`src/rtl/spireg_pkg.sv`:
```
package spireg_pkg;
  localparam int DATA_W     = 8;
  localparam int ADDR_W     = 15;
  localparam int INSTR_BITS = ADDR_W + 1;
  localparam int FRAME_BITS = INSTR_BITS + DATA_W;
  localparam int NUM_REGS   = 5;
  localparam int COMMIT_BIT = 0;

  localparam logic [ADDR_W-1:0] XFER_ADDR  = 15'h00FF;
  localparam logic [ADDR_W-1:0] ID_ADDR    = 15'h0001;
  localparam logic [ADDR_W-1:0] GRADE_ADDR = 15'h0002;

  localparam int IDX_TEST  = 0;
  localparam int IDX_MODE  = 1;
  localparam int IDX_PHASE = 2;
  localparam int IDX_DELAY = 3;
  localparam int IDX_REF   = 4;

  localparam logic [ADDR_W-1:0] REG_ADDR [NUM_REGS] =
    '{15'h000D, 15'h0014, 15'h0016, 15'h0017, 15'h0018};

  typedef struct packed {
    logic              wrEn;
    logic [ADDR_W-1:0] wrAddr;
    logic [DATA_W-1:0] wrData;
    logic [ADDR_W-1:0] rdAddr;
  } ctlStrobe_t;
endpackage

```
`src/rtl/spi_frame_ctl.sv`:
```
module spi_frame_ctl
  import spireg_pkg::*;
#(
  parameter int SYNC_STAGES = 2
) (
  input  logic              clk,
  input  logic              rstN,
  input  logic              spiSclk,
  input  logic              spiCsN,
  input  logic              spiMosi,
  input  logic [DATA_W-1:0] rdData,
  output ctlStrobe_t        strobe,
  output logic              spiMiso
);
  localparam int CNT_W = $clog2(FRAME_BITS + 1);

  logic [SYNC_STAGES:0]   sclkPipe;
  logic [SYNC_STAGES-1:0] csPipe;
  logic [SYNC_STAGES-1:0] mosiPipe;

  always_ff @(posedge clk or negedge rstN) begin
    if (!rstN) begin
      sclkPipe <= '0;
      csPipe   <= '1;
      mosiPipe <= '0;
    end else begin
      sclkPipe <= {sclkPipe[SYNC_STAGES-1:0], spiSclk};
      csPipe   <= {csPipe[SYNC_STAGES-2:0], spiCsN};
      mosiPipe <= {mosiPipe[SYNC_STAGES-2:0], spiMosi};
    end
  end

  logic riseEvt, fallEvt, csActive, mosiNow;
  assign riseEvt  =  sclkPipe[SYNC_STAGES-1] & ~sclkPipe[SYNC_STAGES];
  assign fallEvt  = ~sclkPipe[SYNC_STAGES-1] &  sclkPipe[SYNC_STAGES];
  assign csActive = ~csPipe[SYNC_STAGES-1];
  assign mosiNow  =  mosiPipe[SYNC_STAGES-1];

  logic [CNT_W-1:0]      bitCnt;
  logic [ADDR_W-1:0]     shiftIn;
  logic [INSTR_BITS-1:0] instrQ;
  logic [DATA_W-2:0]     txReg;
  logic                  misoQ;
  logic                  wrEnQ;
  logic [ADDR_W-1:0]     wrAddrQ;
  logic [DATA_W-1:0]     wrDataQ;

  always_ff @(posedge clk or negedge rstN) begin
    if (!rstN) begin
      bitCnt  <= '0;
      shiftIn <= '0;
      instrQ  <= '0;
      txReg   <= '0;
      misoQ   <= 1'b0;
      wrEnQ   <= 1'b0;
      wrAddrQ <= '0;
      wrDataQ <= '0;
    end else begin
      wrEnQ <= 1'b0;
      if (!csActive) begin
        bitCnt <= '0;
        txReg  <= '0;
        misoQ  <= 1'b0;
      end else begin
        if (riseEvt && bitCnt != CNT_W'(FRAME_BITS)) begin
          shiftIn <= {shiftIn[ADDR_W-2:0], mosiNow};
          bitCnt  <= bitCnt + 1'b1;
          if (bitCnt == CNT_W'(INSTR_BITS - 1))
            instrQ <= {shiftIn, mosiNow};
          if (bitCnt == CNT_W'(FRAME_BITS - 1) && !instrQ[INSTR_BITS-1]) begin
            wrEnQ   <= 1'b1;
            wrAddrQ <= instrQ[ADDR_W-1:0];
            wrDataQ <= {shiftIn[DATA_W-2:0], mosiNow};
          end
        end
        if (fallEvt) begin
          if (bitCnt == CNT_W'(INSTR_BITS) && instrQ[INSTR_BITS-1]) begin
            misoQ <= rdData[DATA_W-1];
            txReg <= rdData[DATA_W-2:0];
          end else if (bitCnt > CNT_W'(INSTR_BITS)) begin
            misoQ <= txReg[DATA_W-2];
            txReg <= {txReg[DATA_W-3:0], 1'b0};
          end
        end
      end
    end
  end

  always_comb begin
    strobe.wrEn   = wrEnQ;
    strobe.wrAddr = wrAddrQ;
    strobe.wrData = wrDataQ;
    strobe.rdAddr = instrQ[ADDR_W-1:0];
  end

  assign spiMiso = misoQ;
endmodule

```
`src/rtl/spi_reg_bank.sv`:
```
module spi_reg_bank
  import spireg_pkg::*;
#(
  parameter logic [DATA_W-1:0] CHIP_ID     = 8'hA7,
  parameter logic [DATA_W-1:0] SPEED_GRADE = 8'h03
) (
  input  logic              clk,
  input  logic              rstN,
  input  ctlStrobe_t        strobe,
  output logic [DATA_W-1:0] rdData,
  output logic [DATA_W-1:0] activeQ [NUM_REGS]
);
  logic commitNow;
  assign commitNow = strobe.wrEn && strobe.wrAddr == XFER_ADDR
                     && strobe.wrData[COMMIT_BIT];

  for (genvar i = 0; i < NUM_REGS; i++) begin : g_reg
    logic [DATA_W-1:0] shadowQ;
    logic              hit;
    assign hit = strobe.wrEn && strobe.wrAddr == REG_ADDR[i];

    always_ff @(posedge clk or negedge rstN) begin
      if (!rstN) begin
        shadowQ    <= '0;
        activeQ[i] <= '0;
      end else begin
        if (hit)       shadowQ    <= strobe.wrData;
        if (commitNow) activeQ[i] <= shadowQ;
      end
    end
  end

  always_comb begin
    rdData = '0;
    if (strobe.rdAddr == ID_ADDR)    rdData = CHIP_ID;
    if (strobe.rdAddr == GRADE_ADDR) rdData = SPEED_GRADE;
    for (int i = 0; i < NUM_REGS; i++)
      if (strobe.rdAddr == REG_ADDR[i]) rdData = activeQ[i];
  end
endmodule

```
`src/rtl/spi_reg_port.sv`:
```
module spi_reg_port
  import spireg_pkg::*;
#(
  parameter logic [DATA_W-1:0] CHIP_ID     = 8'hA7,
  parameter logic [DATA_W-1:0] SPEED_GRADE = 8'h03,
  parameter int                SYNC_STAGES = 2
) (
  input  logic        clk,
  input  logic        rstN,
  input  logic        spiSclk,
  input  logic        spiCsN,
  input  logic        spiMosi,
  output logic        spiMiso,
  output logic [7:0]  testModeQ,
  output logic [7:0]  outModeQ,
  output logic [7:0]  outPhaseQ,
  output logic [7:0]  outDelayQ,
  output logic [7:0]  refSelQ
);
  ctlStrobe_t        strobe;
  logic [DATA_W-1:0] rdData;
  logic [DATA_W-1:0] activeQ [NUM_REGS];

  spi_frame_ctl #(.SYNC_STAGES(SYNC_STAGES)) ctlInst (
    .clk(clk), .rstN(rstN), .spiSclk(spiSclk), .spiCsN(spiCsN),
    .spiMosi(spiMosi), .rdData(rdData), .strobe(strobe), .spiMiso(spiMiso)
  );

  spi_reg_bank #(.CHIP_ID(CHIP_ID), .SPEED_GRADE(SPEED_GRADE)) bankInst (
    .clk(clk), .rstN(rstN), .strobe(strobe), .rdData(rdData), .activeQ(activeQ)
  );

  assign testModeQ = activeQ[IDX_TEST];
  assign outModeQ  = activeQ[IDX_MODE];
  assign outPhaseQ = activeQ[IDX_PHASE];
  assign outDelayQ = activeQ[IDX_DELAY];
  assign refSelQ   = activeQ[IDX_REF];
endmodule

```
`config.mk`:
```
export PLATFORM = sky130hd
export DESIGN_NAME = spi_reg_port
export DESIGN_NICKNAME = d
export VERILOG_FILES = /design/src/rtl/spireg_pkg.sv /design/src/rtl/spi_frame_ctl.sv /design/src/rtl/spi_reg_bank.sv /design/src/rtl/spi_reg_port.sv
export SDC_FILE = /design/constraint.sdc
export NUM_CORES = 1
export LEC_CHECK = 0
export BUFFER_PORTS_ARGS = -buffer_cell sky130_fd_sc_hd__buf_4
export CORE_UTILIZATION = 37
export CTS_CLUSTER_DIAMETER = 30
export CTS_CLUSTER_SIZE = 14
export DETAILED_ROUTE_END_ITERATION = 10
export GPL_TIMING_DRIVEN = 0
export PLACE_DENSITY_LB_ADDON = 0.05
export SLEW_MARGIN = 25
export SYNTH_ARGS = -nofsm -noshare
export SYNTH_HDL_FRONTEND = slang
export SYNTH_SLANG_ARGS = --single-unit
```
`constraint.sdc`:
```
create_clock -name clk -period 4.6 [get_ports clk]
set_input_delay 0.92 -clock clk [delete_from_list [all_inputs] [get_ports clk]]
set_output_delay 0.92 -clock clk [all_outputs]
set_load 0.005 [all_outputs]
```
-- After elaboration in Yosys (flattened, before gate mapping)
Index checks and enable logic that the tools add are counted.
- $add $sub $neg: 1
- multiply operators: 0
- div/mod/pow operators: 0
- magnitude comparators: 1
- eq/ne operators: 17
- shift-type cells: 0
- muxes and demuxes: 20
- bitwise operators: 5
- reductions and logical operators: 18
- operators with widths (cell ; count):
    $eq A15 B5 Y1 const B ; 8
    $mux W8 ; 7
    $eq A15 B4 Y1 const B ; 2
    $mux W7 ; 4
    $eq A15 B1 Y1 const B ; 1
    $eq A15 B2 Y1 const B ; 1
    $eq A15 B8 Y1 const B ; 1
    $eq A5 B5 Y1 const B ; 2
    $logic_and A1 B1 Y1 ; 10
    $mux W5 ; 2
    $mux W1 ; 7
    $reduce_and A3 Y1 ; 2
    $add A5 B1 Y5 const B ; 1
    $eq A5 B4 Y1 const B ; 1
    $gt A5 B5 Y1 const B ; 1
    $ne A5 B5 Y1 const B ; 1
    $reduce_and A2 Y1 ; 2
    $reduce_bool A2 Y1 ; 2
    $not A1 Y1 ; 3
    $reduce_bool A3 Y1 ; 1
    $and A1 B1 Y1 ; 2
    $logic_not A1 Y1 ; 1
- register bits: 155
- latch bits: 0
- bits in writable memories: 0
- ROM bits: 0
- input port bits: 5
- output and inout bits: 41
- word-level logic and storage cells: 83
- memories kept: 0

-- Logic depth before layout (Yosys ltp)
Gate-level depths: netlist of run 1.
- word-level depth: 11
- mapped depth: 9
- mapped depth without buffers: 7

-- Hierarchy
A second synthesis of run 1 with hierarchy kept.
- cell total of the unflattened synthesis: 497
- area total of the unflattened synthesis: 6988.0 µm²
- modules (own cells, without submodules) (module ; instances ; cells an instance ; area an instance (µm²) ; sequential area each (µm²)):
    spi_reg_bank ; 1 ; 269 ; 3819.9 ; 2001.9
    spi_frame_ctl ; 1 ; 228 ; 3168.0 ; 1879.3

-- Worst setup path after synthesis of run 1
No wires, ideal clock.
- kind: register to register
- from: register ctlInst.bitCnt[0]
- to: register ctlInst.wrAddrQ[10]
- setup time: 125 ps
- arrival time: 2269 ps
- data required time: 4475 ps
- setup slack: 2206 ps
- stages on the path, launching flop included: 10
- buffers on the path: 2
- period minus slack after synthesis: 2394 ps
- cells stage by stage: dfrtp_1 > inv_1 > ha_1 > nor2b_1 > a311oi_2 > nor2b_1 > buf_2 > nand2_1 > buf_1 > mux2_2
- longest elaborated chain between the ends: 3
- elaborated cells on any way between the ends: 5
- those cells by class: eq/ne (2); reduce/logical (3)
- ends and longest elaborated chain (what ; line ; source):
    start: declaration ; spi_frame_ctl.sv:39 ; logic [CNT_W-1:0] bitCnt;
    start signal: assignment ; spi_frame_ctl.sv:67 ; bitCnt <= bitCnt + 1'b1;
    $eq A5 B5 Y1 or $ne A5 B5 Y1 (tied branches) ; spi_frame_ctl.sv:70, spi_frame_ctl.sv:65 ;
    $logic_and A1 B1 Y1, on equally long branches ; spi_frame_ctl.sv:70, spi_frame_ctl.sv:65 ;
    $reduce_and A3 Y1 (no line) * ; -- ;
    end signal: assignment ; spi_frame_ctl.sv:72 ; wrAddrQ <= instrQ[ADDR_W-1:0];
    end: declaration ; spi_frame_ctl.sv:45 ; logic [ADDR_W-1:0] wrAddrQ;
Every way passes the cells marked *; elsewhere a longest branch is shown, timed or not.
A chain may end at the register's enable or synchronous reset.

-- Worst setup path in the final report of run 1
- from: register ctlInst.bitCnt[0]
- to: register ctlInst.wrAddrQ[0]
Same word-level chain as after synthesis.

==> results of run 1 <==
[registers in the layout, summed over array words and instances, names as in the netlist, 3 cells and up]
signal / count
ctlInst.instrQ: 16
ctlInst.sclkPipe: 3
ctlInst.txReg: 7
bankInst.g.shadowQ: 40
ctlInst.wrDataQ: 8
bankInst.activeQ: 40
ctlInst.wrAddrQ: 15
ctlInst.bitCnt: 5
ctlInst.shiftIn: 15
[metal layers]
| metal | up-vias | track usage | part of all wire |
|---|---|---|---|
| met2 | 70 | 0.2735 | 0.46 |
| met3 | 13 | 0.04735 | 0.039 |
| met4 | 0 | 0.05556 | 0.014 |
| met5 | - | 0 | 0 |
| li1 | 1850 | - | - |
| met1 | 2084 | 0.2593 | 0.49 |
[power by group]
| group | switching (mW) | total (mW) | internal, mW |
|---|---|---|---|
| Combinational | 0.0447 | 0.0828 | 0.0381 |
| Sequential | 0.0383 | 1.44 | 1.40 |
| Clock | 0.550 | 1.57 | 1.02 |
[area by class of cell]
cell class	instances	area, µm²
plain buffers	18	102.6
clock buffers	22	484.2
clock inverters	10	185.2
fillers	1596	9427
inverters	8	30.03
multi-input cells	285	2653
flip-flops and latches	155	3881
well taps	225	281.5
repair buffers	46	372.9
[worst max-delay path, stage by stage (launching register included)]
cell,delay [ns]
dfrtp_1,0.40
inv_1,0.06
ha_1,0.21
nor2b_1,0.18
a311oi_2,0.57
nor2b_1,0.19
buf_2,0.22
nand2_1,0.23
clkbuf_1,0.37
mux2_2,0.37
[per-stage QoR]
step / hold slack (ns) / power [mW] / cell area [µm²]
after CTS: 0.3501 / 3.130 / 7984
after global routing: 0.3585 / 3.199 / 7990
final: 0.3489 / 3.096 / 7990
after detailed placement: 0.3370 / 1.551 / 7315
after global placement: 0.3336 / 1.544 / 7274
after floorplan: 0.3312 / 1.494 / 6655
[kinds of logic after synthesis]
group / Yosys count / share of synthesized area
DFF: 155 / 0.5832
adders and majority gates: 3 / 0.005641
muxes: 137 / 0.2542
xor gates and xnor gates: 3 / 0.003949
buffers and inverters: 26 / 0.01993
AOI/OAI and AO/OA: 50 / 0.05039
and+or+nand+nor: 92 / 0.08272
[synthesized netlist by cell type, types with 3 or more instances]
master / count / area (µm²)
dfrtp_1: 153 / 3829
mux2_2: 96 / 1081
mux2_4: 40 / 600.6
nor2_1: 16 / 60.06
nand2_1: 12 / 45.04
o21ai_0: 12 / 60.06
nand3_1: 11 / 55.05
nor2b_1: 10 / 62.56
a21oi_1: 9 / 45.04
clkbuf_1: 9 / 33.78
inv_1: 8 / 30.03
o22ai_1: 8 / 50.05
nand4_1: 6 / 37.54
a22oi_1: 5 / 37.54
nor3_1: 5 / 25.02
o2bb2ai_1: 5 / 43.79
and3_1: 4 / 25.02
buf_2: 4 / 20.02
buf_6: 4 / 45.04
nor4_1: 4 / 25.02
a211oi_1: 3 / 22.52
and2_1: 3 / 18.77
and4_1: 3 / 26.28
ha_1: 3 / 37.54
nand2b_1: 3 / 18.77
o221ai_1: 3 / 26.28
[path summary, 6_finish.rpt]
kind,slack [ns],to,cells after the start
min,0.35,ctlInst.sclkPipe[1],0
min in group asynchronous,0.46,bankInst.activeQ[11],1
max in group asynchronous,3.32,ctlInst.csPipe[0],2
min reg2reg,0.35,ctlInst.sclkPipe[1],0
max reg2reg,1.69,ctlInst.wrAddrQ[0],9
max,1.69,ctlInst.wrAddrQ[0],9
==> reports/qor.txt, run 1 <==
Layout Nets: 539
clk buf depth: 2
Worst Setup Start Kind: register
Worst-Skew Late Latency: 0.42 ns
Core Region: 0.01742 mm²
HPWL after DPL: 10560 µm
max-slew violation count: 0
Die H: 136.1 µm
asr flop ratio synth: 1.000
most frequent cells in the layout: dfrtp_1, mux2_2, buf_4, mux2_4, clkbuf_16
Residual DRC: 0
RePlAce Congestion: 0.8664
largest net degree at the start of global routing: 80
Synth Register Bits: 155
worst r2r src: ctlInst.bitCnt[0]
DR vias: 4017
CP startpoint: ctlInst.bitCnt[0]
Critical Path AT: 3.21 ns
Placed Cells: 737
final setup violation count: 0
vias in the first global route: 4160
Final min period: 2.910 ns
post-CTS setup repair buffer count: 0
ant diodes: 0
status: completed
commonest non-fill, non-tap cell in the layout: dfrtp_1
PD cells: 387.4 mW/mm²
clock sink count: 155
total global-route track usage: 0.1831
worst hold start: ctlInst.sclkPipe[0]
worst-path maximum fanout: 10
Worst Path Class, Setup: register to register
non-filler cells, final: 769
clock buffer count from CTS: 17
Worst Tran Pin Value: 1.067 ns
Final TNS setup: 0 ns
worst path required time: 4.90 ns
first-pass detailed-route iteration total: 4
sequential share of the synthesized area: 0.5832
Tcrit/Tclk final: 0.6326
setup ws final: 1.690 ns
Initial Utilization: 0.3821
H-tree depth: 4
Hold Path Class: register to register
Reg clk slew, reported paths: 0.06 ns
share of post-route cells with drive strength above 1: 0.4210
synthesized instance count: 466
Syn-to-layout area delta: 20.06%
FMAX: 0.3437 GHz
DIE AREA: 0.01853 mm²
first-pass GRT wire length: 24740 µm
Synthesized Nets: 474
Vias/cell: 5.224
Buffers on Ports: 45
final wirelength: 15350 µm
Rows: 48
Root Buffer: clkbuf_16
DR WL/cell: 19.96 µm
ys flop type: dfrtp_1
CTS tree: built
slew margin rel.: 0.2823
hold buffers post-CTS: 0
Ys Warns: 0
Final Hold Fails: 0
Mean Syn Cell Area: 14.28 µm²
Worst setup EP type: register
Post-synth EDFFs: 0
Detail Route Antenna Nets: 0
worst slack, placed: 1.707 ns
Initial DRC Count: 127
fin util: 0.4588
maximum capacitance violations: 0
worst vdd ir: 0.2800 mV
setup skew after layout: 0.006566 ns
RSZ-0062 raised after global routing: no
synth unique cells: 44
Chip Width: 136.1 µm
initial antenna violation count: 0
LEAKAGE: 3.988 nW
Congestion Overflow GR: 0
Cell Area, Synth: 0.006655 mm²
io pins: 46
post_cts resized: 0
Power figures use the tool's default switching activity.
==> inputs of run 2 (changes only) <==
==> constraint.sdc (replaced) <==
create_clock -name clk -period 2.5 [get_ports clk]
set_input_delay 0.5 -clock clk [delete_from_list [all_inputs] [get_ports clk]]
set_output_delay 0.5 -clock clk [all_outputs]
set_load 0.005 [all_outputs]
==> run 2 against run 1 <==
Compared with the run above:
- first-iteration DRC count is 20% higher
- register-to-register slack worse by 1.7 ns
- worst setup slack worse by 1.7 ns
- critical path depth is 2 lower
- global-route usage is 0.073 points higher
- sequential power is 84% higher
- worst hold slack worse by 0.32 ns
- critical endpoint is now bankInst.activeQ[9]
- sequential share of layout area is 0.68 points lower
- non-clock buffer count is 1 higher
- sequential cell count stayed put
==> reports/qor.txt, run 2 (synthesized netlist as in run 1, its figures left out) <==
max-slew violation count: 0
Critical Path AT: 2.77 ns
slew margin rel.: 0.5017
Worst Tran Pin Value: 0.7460 ns
CP max stage cell: or4_4
Root Buffer: clkbuf_16
most frequent cells in the layout: dfrtp_1, mux2_2, buf_4, mux2_4, clkbuf_16
Layout Nets: 540
Congestion Overflow GR: 0
FMAX: 0.4046 GHz
crit path cell chain: or4_4 -> nor4_4 -> nand4_1 -> or3_1 -> buf_6 -> buf_12 -> mux2_4
Net Sw Frac: 0.2047
Final min period: 2.471 ns
R2R Path End: bankInst.activeQ[9]
Worst-Skew Late Latency: 0.42 ns
Vias/cell: 5.227
Syn-to-layout area delta: 21.75%
CTS tree: built
status: completed
Tcrit/Tclk final: 0.9885
CP startpoint: ctlInst.wrAddrQ[10]
clock buffer count from CTS: 17
Die H: 136.1 µm
final wirelength: 15420 µm
DR vias: 4025
Chip Width: 136.1 µm
LEAKAGE: 4.041 nW
worst-path maximum fanout: 10
commonest non-fill, non-tap cell in the layout: dfrtp_1
largest registers: bankInst.activeQ x40, bankInst.g.shadowQ x40, ctlInst.instrQ x16
Int Power: 4.537 mW
Bufs and invs on worst path: 2
worst reg2reg setup slack: 0.03 ns
crit-path max cell delay: 0.55 ns
Residual DRC: 0
worst vdd ir: 0.5195 mV
Final TNS setup: 0 ns
final setup violation count: 0
hold buffers post-CTS: 0
ant diodes: 0
RSZ-0062 raised after global routing: yes
H-tree depth: 4
Reg clk slew, reported paths: 0.06 ns
HPWL after DPL: 10560 µm
Initial Utilization: 0.3821
Worst setup EP type: register
Clk pwr share: 0.507
Detail Route Antenna Nets: 0
share of post-route cells with drive strength above 1: 0.4404
maximum capacitance violations: 0
sw power: 1.168 mW
DR WL/cell: 20.03 µm
first-pass GRT wire length: 24890 µm
vias in the first global route: 4215
depth of the worst register-to-register path: 7
io pins: 46
worst r2r src: ctlInst.wrAddrQ[10]
Final Hold Fails: 0
clk buf depth: 2
Rows: 48
Combinational Power Share: 0.028
first-pass detailed-route iteration total: 5
worst path required time: 2.80 ns
largest net degree at the start of global routing: 80
Core Region: 0.01742 mm²
non-filler cells, final: 770
DIE AREA: 0.01853 mm²
Hold Path Class: primary input to asynchronous set/reset pin
total global-route track usage: 0.1838
Top delay family on crit path: simple AND/OR/NAND/NOR gates
setup skew after layout: 0.007714 ns
Worst Setup Start Kind: register
initial antenna violation count: 0
Sequential Power Share: 0.465
RePlAce Congestion: 0.8664
Worst Path Class, Setup: register to register
Initial DRC Count: 152
PD cells: 704.0 mW/mm²
clock sink count: 155
Buffers on Ports: 45
Placed Cells: 737
-- run 2: changes by cell type in the layout (fill, tap and decap cells not counted), sizes merged --
cell and change:
buf +1
-- run 2: final cells by class --
cell class,instances,area [µm²]
buffer,17,160.2
clock buffer,22,484.2
multi-input combinational,285,2693
fill,1587,9314
tap,225,281.5
clock inverter,10,185.2
timing repair buffer,48,387.9
inverter,8,30.03
sequential,155,3881
-- run 2: metal layers --
metal	share of wire	up-vias	global-route usage
met4	0.017	0	0.06111
met1	0.48	2085	0.2564
li1	-	1845	-
met2	0.45	75	0.2747
met3	0.045	20	0.05034
met5	0	-	0
-- run 2: through the flow --
stage | util | power, mW | hold slack [ns] | area [µm²] | worst slack [ns]
2_1_floorplan | - | 2.749 | 0.2044 | 6655 | 0.1063
3_3_place_gp | 0.4177 | 2.841 | 0.3336 | 7274 | -0.3758
3_5_place_dp | 0.4200 | 2.854 | 0.3370 | 7315 | -0.3931
4_1_cts | 0.4642 | 5.767 | 0.06460 | 8084 | -0.01751
5_1_grt | 0.4652 | 5.893 | 0.05812 | 8103 | -0.03638
6_report | 0.4652 | 5.704 | 0.03254 | 8103 | 0.02869
-- run 2: worst max-delay path by stage --
stage / cells past startpoint / end / slack, ns
3_3_place_gp: 9 / ctlInst.wrDataQ[6] / -0.38
5_1_grt: 7 / bankInst.activeQ[23] / -0.04
3_5_place_dp: 9 / ctlInst.wrAddrQ[0] / -0.39
4_1_cts: 7 / bankInst.activeQ[0] / -0.02
2_1_floorplan: 9 / ctlInst.wrAddrQ[10] / 0.11
6_report: 7 / bankInst.activeQ[9] / 0.03
-- run 2: what timing repair did --
| action | CTS | global route |
|---|---|---|
| setup endpoints to repair | 98 | 103 |
| buffers inserted | 2 | 0 |
| gates resized for setup | 20 | 10 |
| pin swaps | 4 | 5 |
-- run 2: power by group through the flow --
stage / clock [mW] / sequential, mW / combinational (mW)
after CTS: 2.95 / 2.65 / 0.165
after global routing: 3.05 / 2.66 / 0.181
final: 2.89 / 2.65 / 0.159
after floorplan: 0 / 2.67 / 0.0826
after global placement: 0 / 2.69 / 0.147
after detailed placement: 0 / 2.70 / 0.158
==> inputs of run 3 (changes only) <==
--- a/config.mk
+++ b/config.mk
@@ -6,12 +6,13 @@
 export NUM_CORES = 1
 export LEC_CHECK = 0
 export BUFFER_PORTS_ARGS = -buffer_cell sky130_fd_sc_hd__buf_4
+export CAP_MARGIN = 20
 export CORE_UTILIZATION = 37
 export CTS_CLUSTER_DIAMETER = 30
 export CTS_CLUSTER_SIZE = 14
 export DETAILED_ROUTE_END_ITERATION = 10
 export GPL_TIMING_DRIVEN = 0
-export PLACE_DENSITY_LB_ADDON = 0.05
+export PLACE_DENSITY = 0.62
 export SLEW_MARGIN = 25
 export SYNTH_ARGS = -nofsm -noshare
 export SYNTH_HDL_FRONTEND = slang
==> run 3 against run 2 <==
Compared with the run above:
- clock power shrank 6%
- clock-buffer cell count fell by 5
- worst hold slack lost 0.0047 ns
- total power decreased by 3.3%
- non-clock buffer count increased by 3
- first-iteration DRC count grew 63%
- routed wire length shrank 3.8%
- worst setup slack better by 0.024 ns
- critical path depth unchanged
- clock skew increased by 0.0054 ns
- combinational power barely moved
- final area hardly changed
==> reports/qor.txt, run 3 (synthesized netlist as in run 1, its figures left out) <==
status: completed
Hold Path Class: primary input to asynchronous set/reset pin
DR WL/cell: 19.19 µm
ant diodes: 0
setup skew after layout: 0.01316 ns
Worst Setup Start Kind: register
Critical Path AT: 2.77 ns
total global-route track usage: 0.1737
worst slack, placed: -0.4312 ns
io pins: 46
max-slew violation count: 0
Residual DRC: 0
Tcrit/Tclk final: 0.9788
Buffers on Ports: 45
final wirelength: 14830 µm
CP max stage cell: or4_4
Congestion Overflow GR: 0
CTS tree: built
HPWL after DPL: 10080 µm
first-pass detailed-route iteration total: 5
H-tree depth: 4
largest net degree at the start of global routing: 82
worst reg2reg setup slack: 0.05 ns
RePlAce Congestion: 0.8234
met2 routed WL: 6957 µm
PD cells: 681.5 mW/mm²
clock sink count: 155
first-pass GRT wire length: 23730 µm
Worst Path Class, Setup: register to register
Vias/cell: 5.379
Final TNS setup: 0 ns
clock buffer count from CTS: 17
Chip Width: 136.1 µm
Detail Route Antenna Nets: 0
most frequent cells in the layout: dfrtp_1, mux2_2, buf_4, mux2_4, clkbuf_16
DR top layer: met4
setup ws final: 0.05306 ns
Final min period: 2.447 ns
Worst-Skew Late Latency: 0.44 ns
DR vias: 4158
Die H: 136.1 µm
worst path required time: 2.83 ns
commonest non-fill, non-tap cell in the layout: dfrtp_1
Rows: 48
Layout Nets: 543
Worst setup EP type: register
maximum capacitance violations: 0
share of post-route cells with drive strength above 1: 0.4416
Core Region: 0.01742 mm²
Worst Tran Pin Value: 0.6964 ns
Reg clk slew, reported paths: 0.07 ns
worst-path maximum fanout: 10
LEAKAGE: 4.034 nW
Syn-to-layout area delta: 21.64%
CP Depth: 7
Final Hold Fails: 0
worst vdd ir: 0.4895 mV
worst r2r src: ctlInst.wrAddrQ[12]
Bufs and invs on worst path: 2
Top delay family on crit path: simple AND/OR/NAND/NOR gates
initial antenna violation count: 0
clk buf depth: 2
largest registers: bankInst.activeQ x40, bankInst.g.shadowQ x40, ctlInst.instrQ x16
R2R Path End: bankInst.activeQ[21]
crit path cell chain: or4_4 -> nor4_4 -> nand4_1 -> or3_1 -> buf_6 -> buf_12 -> mux2_4
FMAX: 0.4087 GHz
crit-path max cell delay: 0.55 ns
Root Buffer: clkbuf_16
vias in the first global route: 4291
fin util: 0.4648
Initial Utilization: 0.3821
final setup violation count: 0
slew margin rel.: 0.5322
depth of the worst register-to-register path: 7
metal1 wirelength: 6889 µm
met3 wire len: 699 µm
DIE AREA: 0.01853 mm²
Initial DRC Count: 247
## run 3: cell types whose count changed in the layout (fill, tap and decap cells not counted), sizes merged
cell	previous run	this run
clkbuf	31	26
clkinvlp	1	2
buf	56	59
clkinv	3	1
bufinv	5	2
inv	9	18
## run 3: worst register-to-register path: cells and delay by family (launching register included)
kind	cells	cell delay, ns
DFF	1	0.38
buffers and inverters	2	0.33
and+or+nand+nor	4	1.33
muxes	1	0.30
## run 3: routing by layer
metal,up-vias,global-route usage
li1,1868,-
met1,2151,0.2375
met2,120,0.2676
met3,19,0.03356
met4,0,0.07654
met5,-,0
## run 3: worst max path at each step
stage                        startpoint                            to  slack, ns
floorplan             ctlInst.bitCnt[0]           ctlInst.wrAddrQ[10]       0.11
global placement      ctlInst.bitCnt[0]            ctlInst.wrDataQ[6]      -0.30
detailed placement    ctlInst.bitCnt[0]            ctlInst.wrDataQ[5]      -0.43
CTS                 ctlInst.wrAddrQ[12]          bankInst.activeQ[14]      -0.07
global route        ctlInst.wrAddrQ[12]  bankInst.g_reg[0].shadowQ[3]     -0.007
finish              ctlInst.wrAddrQ[12]          bankInst.activeQ[21]       0.05
## run 3: per-stage QoR
stage	power, mW	instance area (µm²)	hold slack [ns]	instances
floorplan	2.749	6655	0.2044	466
global placement	2.831	7274	0.3352	736
detailed placement	2.849	7315	0.3355	737
CTS	5.572	8079	0.05970	773
global route	5.697	8095	0.07915	773
finish	5.517	8095	0.02787	773
## run 3: timing repair
item / 4_1_cts / 5_1_grt
setup endpoints to repair: 100 / 95
setup buffers: 3 / 1
cloned: 1 / 0
pin swaps: 6 / 2
hold buffers: 0 / 0
resized for setup: 20 / 4
## run 3: area by class of cell
type	count	area, µm²
timing repair buffer	51	442.9
tap	225	281.5
buffer	17	150.1
clock inverter	15	196.4
inverter	8	30.03
clock buffer	17	425.4
fill	1542	9321
multi-input combinational	285	2688
sequential	155	3881
## run 3: report_power, final
group          internal, mW  switching, mW  total (mW)
logic                0.0745         0.0856       0.160
registers              2.58         0.0657        2.64
clock network          1.53           1.18        2.71
